===== src/rtl/msu_pkg.sv =====
// Package: shared line indices and widths for the modem status unit.
// Assumes the four modem lines keep one fixed index order in every vector.
package msu_pkg;
    localparam int MSU_LINES = 4;
    localparam int LINE_CTS  = 0;
    localparam int LINE_DSR  = 1;
    localparam int LINE_RI   = 2;
    localparam int LINE_DCD  = 3;
    // Lines whose flag records only the inactive-going edge
    localparam logic [MSU_LINES-1:0] TRAIL_ONLY = 4'b0100;
    typedef logic [MSU_LINES-1:0] msu_lines_t;
endpackage


===== src/rtl/msu_sync.sv =====
// Module: multi-flop synchronizer, one chain per bit.
// Assumes each input bit is independent; reset loads RESET_VAL so that
// lines read as deasserted while reset is held.
module msu_sync #(
    parameter int   WIDTH     = 4,
    parameter int   STAGES    = 2,
    parameter logic RESET_VAL = 1'b1
) (
    input  logic             clk,
    input  logic             rst_n,
    input  logic [WIDTH-1:0] din,
    output logic [WIDTH-1:0] dout
);
    localparam int LAST = STAGES - 1;

    for (genvar b = 0; b < WIDTH; b++) begin : g_bit
        logic [STAGES-1:0] chain;
        // Shift the raw pin level through the stage chain
        always_ff @(posedge clk) begin
            if (!rst_n) chain <= {STAGES{RESET_VAL}};
            else        chain <= {chain[STAGES-2:0], din[b]};
        end
        assign dout[b] = chain[LAST];
    end
endmodule


===== src/rtl/msu_change_detect.sv =====
// Module: per-line change detector working on synchronized active-low levels.
// Compares each level with a registered copy. Lines flagged in TRAIL_MASK
// report only the low-to-high (active-to-inactive) transition; others both.
// Assumes the previous copy resets to deasserted (high).
module msu_change_detect #(
    parameter int               WIDTH      = 4,
    parameter logic [WIDTH-1:0] TRAIL_MASK = '0
) (
    input  logic             clk,
    input  logic             rst_n,
    input  logic [WIDTH-1:0] lvl_n,
    output logic [WIDTH-1:0] evt
);
    logic [WIDTH-1:0] prev_n;

    // Remember last cycle's synchronized level
    always_ff @(posedge clk) begin
        if (!rst_n) prev_n <= '1;
        else        prev_n <= lvl_n;
    end

    for (genvar k = 0; k < WIDTH; k++) begin : g_line
        if (TRAIL_MASK[k]) begin : g_trail
            // Active (low) to inactive (high) only
            assign evt[k] = lvl_n[k] & ~prev_n[k];
            a_r4_trail_only: assert property (@(posedge clk) disable iff (!rst_n)
                evt[k] |=> prev_n[k]);
        end else begin : g_any
            // Any level change
            assign evt[k] = lvl_n[k] ^ prev_n[k];
        end
    end
endmodule


===== src/rtl/msu_flags.sv =====
// Module: sticky change flags with read-to-clear.
// A set in the same cycle as a clear wins, so no event is lost.
// Assumes the clear is a single-cycle qualified read strobe.
module msu_flags #(
    parameter int WIDTH = 4
) (
    input  logic             clk,
    input  logic             rst_n,
    input  logic [WIDTH-1:0] set,
    input  logic             clr,
    output logic [WIDTH-1:0] flag
);
    // Accumulate events, drop them on a clearing read
    always_ff @(posedge clk) begin
        if (!rst_n) flag <= '0;
        else        flag <= (flag & ~{WIDTH{clr}}) | set;
    end

    for (genvar k = 0; k < WIDTH; k++) begin : g_chk
        a_r3_set_source: assert property (@(posedge clk) disable iff (!rst_n)
            $rose(flag[k]) |-> $past(set[k]));
        a_r5_clear_takes: assert property (@(posedge clk) disable iff (!rst_n)
            (clr && !set[k]) |=> !flag[k]);
        a_r7_set_wins: assert property (@(posedge clk) disable iff (!rst_n)
            (clr && set[k]) |=> flag[k]);
    end
endmodule


===== src/rtl/modem_status_unit.sv =====
// Module: modem status word of a UART register file (top).
// Synchronizes four active-low modem lines, reports their levels, keeps
// sticky change flags cleared by a read at STATUS_OFFSET, and drives a
// level interrupt qualified by int_enable. Assumes DATA_W > 8.
module modem_status_unit
    import msu_pkg::*;
#(
    parameter int               DATA_W        = 32,
    parameter int               ADDR_W        = 8,
    parameter logic [ADDR_W-1:0] STATUS_OFFSET = 8'h18,
    parameter int               SYNC_STAGES   = 2
) (
    input  logic              clk,
    input  logic              rst_n,
    input  logic              cts_in_n,
    input  logic              dsr_in_n,
    input  logic              ri_in_n,
    input  logic              dcd_in_n,
    input  logic              rd_en,
    input  logic [ADDR_W-1:0] rd_addr,
    output logic [DATA_W-1:0] rd_data,
    input  logic              int_enable,
    output logic              msi_irq
);
    localparam int WORD_USED = 2 * MSU_LINES;
    localparam int PAD_W     = DATA_W - WORD_USED;

    msu_lines_t pins_n, sync_n, evt, flags;
    logic       rd_hit;
    logic [WORD_USED-1:0] status_word;

    assign pins_n[LINE_CTS] = cts_in_n;
    assign pins_n[LINE_DSR] = dsr_in_n;
    assign pins_n[LINE_RI]  = ri_in_n;
    assign pins_n[LINE_DCD] = dcd_in_n;

    msu_sync #(.WIDTH(MSU_LINES), .STAGES(SYNC_STAGES), .RESET_VAL(1'b1)) u_sync (
        .clk(clk), .rst_n(rst_n), .din(pins_n), .dout(sync_n));

    msu_change_detect #(.WIDTH(MSU_LINES), .TRAIL_MASK(TRAIL_ONLY)) u_detect (
        .clk(clk), .rst_n(rst_n), .lvl_n(sync_n), .evt(evt));

    msu_flags #(.WIDTH(MSU_LINES)) u_flags (
        .clk(clk), .rst_n(rst_n), .set(evt), .clr(rd_hit), .flag(flags));

    // Decode a read of the status offset
    assign rd_hit = rd_en && (rd_addr == STATUS_OFFSET);

    // Levels above flags, both in line index order
    assign status_word = {~sync_n, flags};

    // Return the word on a hit, zero otherwise
    always_comb begin
        rd_data = '0;
        if (rd_hit) rd_data = {{PAD_W{1'b0}}, status_word};
        a_r1_upper_zero: assert (rd_data[DATA_W-1:WORD_USED] == '0);
    end

    // Level interrupt while any flag is pending and enabled
    assign msi_irq = int_enable && (|flags);

    a_r9_irq_drop_by_read: assert property (@(posedge clk) disable iff (!rst_n)
        ($fell(msi_irq) && $past(int_enable) && int_enable) |-> $past(rd_hit));

    a_r4_ring_inactive: assert property (@(posedge clk) disable iff (!rst_n)
        $rose(flags[LINE_RI]) |-> $past(sync_n[LINE_RI]));

    for (genvar k = 0; k < MSU_LINES; k++) begin : g_hold
        a_r6_no_stray_clear: assert property (@(posedge clk) disable iff (!rst_n)
            (!rd_hit && flags[k]) |=> flags[k]);
    end
endmodule


===== config.mk =====
export PLATFORM = sky130hd
export DESIGN_NAME = modem_status_unit
export DESIGN_NICKNAME = d
export VERILOG_FILES = /design/src/rtl/msu_pkg.sv /design/src/rtl/msu_sync.sv /design/src/rtl/msu_change_detect.sv /design/src/rtl/msu_flags.sv /design/src/rtl/modem_status_unit.sv
export SDC_FILE = /design/constraint.sdc
export NUM_CORES = 1
export LEC_CHECK = 0
export ABC_CLOCK_PERIOD_IN_PS = 2400
export BUFFER_PORTS_ARGS = -buffer_cell sky130_fd_sc_hd__buf_2
export CORE_MARGIN = 4
export CORE_UTILIZATION = 44
export CTS_BUF_LIST = sky130_fd_sc_hd__clkbuf_8 sky130_fd_sc_hd__clkbuf_16
export DETAILED_ROUTE_END_ITERATION = 8
export PLACE_DENSITY = 0.82
export SKIP_LAST_GASP = 1
export SYNTH_ARGS = -nofsm -noshare
export SYNTH_HDL_FRONTEND = slang
export SYNTH_SLANG_ARGS = --single-unit

===== constraint.sdc =====
create_clock -name clk -period 2.4 [get_ports clk]
set_clock_uncertainty 0.15 [all_clocks]
set_input_delay 0.36 -clock clk [delete_from_list [all_inputs] [get_ports clk]]
set_output_delay 0.36 -clock clk [all_outputs]
set_load 0.02 [all_outputs]

Yosys cells after proc, flatten, opt, wreduce, memory -nomap -nowiden. Index checks and enable logic that the tools add are counted.

Eq/ne operators: 1. Muxes and demuxes: 1. Bitwise gates (word level): 9. Reduce and logical (&&, ||, !) cells: 3.

Operators by type and width (count): equality test 8 x 5 -> 1 bit (second input constant) (1); two-way mux 8 bit (1); NOT 4 bit (2); AND 4 bit (1); OR 4 bit (1); OR reduction 4 bit (1); bitwise XOR 1 bit (3); logical AND 1 bit (2); AND 1 bit (1); NOT 1 bit (1).

Register bits: 16. Bits of input ports: 16. Output and inout bits: 33. Word-level logic and storage cells: 20.

Logic depth before layout (Yosys ltp).
Depth after elaboration: 5. Gate-level depth with buffers: 3. Depth with buffers taken out: 3.

By module. A second synthesis with hierarchy kept.

Cell total of the unflattened synthesis: 92. Area, all modules: 868.3 um^2.

By module, submodules not included: modem_status_unit (times used 1, cells an instance 48, area an instance 355.3 um^2, seq. area each 0.0 um^2); msu_sync (times used 1, cells an instance 20, area an instance 240.2 um^2, seq. area each 160.2 um^2); msu_change_detect (times used 1, cells an instance 12, area an instance 137.6 um^2, seq. area each 80.1 um^2); msu_flags (times used 1, cells an instance 12, area an instance 135.1 um^2, seq. area each 80.1 um^2).

Least setup slack after synthesis. Ideal clock, no wire load.

Path kind: input -> output. From: input rd_addr[5]. To: output rd_data[4]. Data arrival time: 1.136 ns. Data required time: 1.890 ns. Path slack: 0.754 ns. Stages on the path: 3. Path buffers: 0. Cells stage by stage: and4bb_2 > nand3_1 > nor2_1.

Longest elaborated chain between the ends: 3.

RTL lines: start: declaration (RTL line modem_status_unit.sv:20) `input logic [ADDR_W-1:0] rd_addr,`; equality test 8 x 5 -> 1 bit (RTL line modem_status_unit.sv:47) `assign rd_hit = rd_en && (rd_addr == STATUS_OFFSET);`; logical AND 1 bit (RTL line modem_status_unit.sv:47); two-way mux 8 bit (RTL line modem_status_unit.sv:55) `if (rd_hit) rd_data = {{PAD_W{1'b0}}, status_word};`; end: declaration (RTL line modem_status_unit.sv:21) `output logic [DATA_W-1:0] rd_data,`.

Every way passes these cells.

Worst setup path in the final report.
From: input rd_addr[5]. To: output rd_data[3].

Same word-level chain as after synthesis.

==> results.json <==
{
  "cap_violations": 0,
  "synth_xor_xnor_area_share_pct": 3.31,
  "synthMuxAreaShare_pct": 0,
  "fin_setup_tns_ns": 0,
  "cts_resized": 0,
  "final_cell_mix": "conb_1, buf_2, nand2b_1, dfxtp_1, nor2_1",
  "grt_max_degree": 17,
  "num_vias": 557,
  "drc": 0,
  "wl_per_cell_um": 9.32,
  "cts_tree": "done",
  "final_util_pct": 51.2,
  "grt_first_pass_wirelength_um": 1880,
  "viasPerCell": 4.16,
  "fp.dieW_um": 50.5,
  "core_area_sq_um": 1730,
  "die_y_um": 50.5,
  "grt_use_total_pct": 10.2,
  "synth_area_per_cell_sq_um": 9.44,
  "postRouteAntennaNets": 0,
  "synth_compound_area_share_pct": 3.15,
  "diodes": 0,
  "required_ns": 1.89,
  "ys_ff_latch": 16,
  "first_iter_violations": 11,
  "status": "completed",
  "wirelength_um": 1250,
  "hold_ws_ns": 0.141,
  "grt_pass1_vias": 481,
  "clkSlewWorstSetupHoldPaths_ns": 0.06,
  "io_buffers": 24,
  "ios": 49,
  "slew_violations": 0,
  "critPathArrivalTime_ns": 1.30,
  "die_area_sq_um": 2550,
  "root_buffer": "clkbuf_8",
  "synth_area_sq_um": 793,
  "h-tree-depth": 1,
  "syn_to_final_growth_pct": 11.5,
  "start_util_pct": 45.9,
  "cts_setup_buffers": 0,
  "clockBufferDepth": 2,
  "wl_met1_um": 473,
  "post-route-min-period_ns": 1.81,
  "fmax_ghz": 0.553,
  "critical_path_class": "in2out",
  "grt-ovfl-total": 0,
  "synthSimpleGateAreaFrac_pct": 29.0,
  "yosysTopAreaCellShare_pct": 40.4,
  "antenna_found_initial": 0,
  "fin_nets": 127,
  "fin_ws_ns": 0.593,
  "hold_buffers": 0,
  "synth_warnings": 0,
  "worst-path-max-fanout": 6,
  "post-route-period-util_pct": 75.3,
  "wl_met2_um": 553,
  "powerDensity_nw_per_um2": 631,
  "synthAdderAreaFrac_pct": 0,
  "highest_layer": "met4",
  "rsz0062_at_grt": "no",
  "endpoint_kind": "output pin",
  "cts_buffers": 3,
  "cellLeakagePower_nw": 0.441,
  "ir_drop_uv": 289,
  "synthCells": 84,
  "crit_path_start_kind": "input port",
  "cts.sinks": 16,
  "post-place-ws_ns": 0.593,
  "gp_congestion": 0.771,
  "dp_hpwl_um": 997,
  "yosys.area.top_type": "dfxtp_1",
  "hold_class": "in2reg",
  "drive_above_1_share_pct": 26.6,
  "synth.area.top_cells": "dfxtp_1, buf_4, nand2b_1",
  "firstDrtPassIters": 3,
  "yosysSeqAreaShare_pct": 40.4,
  "routed-wl-met3_um": 191,
  "insertion_delay_ns": 0.25,
  "setup_violations": 0,
  "finalHoldViolCount": 0,
  "synth_top_family_by_area": "simple AND/OR/NAND/NOR gates",
  "synth_cell_type_count": 16,
  "rows": 15
}
[routing by layer]
layer	track usage, %	vias up
met5	0	-
met4	8.07	0
met3	4.15	3
met2	16.7	39
met1	10.1	240
li1	-	275
[cells by family (layout without fill, tap and decap cells)]
| family | count (synthesis) | after routing |
|---|---|---|
| simple gates | 36 | 36 |
| buf+inv | 25 | 27 |
| flops | 16 | 16 |
| compound gates | 3 | 3 |
| xor+xnor | 3 | 3 |
| other cells | 1 | 24 |
[worst paths after layout]
path                                    to  cells past startpoint                     start  slack [ns]
hold / removal    u_sync.g_bit[0].chain[0]                      2                  cts_in_n        0.14
setup / recovery                rd_data[3]                      5                rd_addr[5]        0.59
hold reg to reg   u_sync.g_bit[1].chain[1]                      1  u_sync.g_bit[1].chain[0]        0.25
setup reg to reg           u_flags.flag[1]                      3  u_sync.g_bit[1].chain[1]        1.30
[cell type report]
| cell class | instances | area, sq um |
|---|---|---|
| Clock buffer | 3 | 41.3 |
| Tap cell | 25 | 31.3 |
| Fill cell | 179 | 842 |
| Multi-Input combinational cell | 66 | 372 |
| Sequential cell | 16 | 320 |
| Timing Repair Buffer | 24 | 120 |
[state kept, by name, indices dropped and copies added (netlist names)]
register	cells
u_flags.flag	4
u_detect.prev_n	4
u_sync.g_bit.chain	8
[through the flow]
stage	power (mW)	instances	instance area (sq um)
3_5_place_dp	0.367	131	843
4_1_cts	0.565	134	885
6_report	0.558	134	885
3_3_place_gp	0.364	131	843
2_1_floorplan	0.378	107	880
5_1_grt	0.587	134	885
[synthesized netlist by cell type]
library cell and count:
dfxtp_1 16, buf_4 25, and3_1 4, nor2_1 5, and2_1 4, nand2b_1 16
o21ai_0 1, o41a_1 1, nor2b_1 1, nor3b_4 1, and4bb_2 1, nand3_1 1
xnor2_1 3, nand4_1 3, conb_1 1, a41oi_1 1
[where the power goes]
part	internal (mW)	switching [mW]	total, mW
clock	0.111	0.0852	0.196
combinational	0.0248	0.0521	0.0769
sequential	0.278	0.00642	0.285
[critical path, stage by stage]
cell,delay (ns)
buf_2,0.09
and4bb_2,0.35
and3_1,0.21
and2_1,0.13
buf_2,0.15
Power figures use the tool's default switching activity.
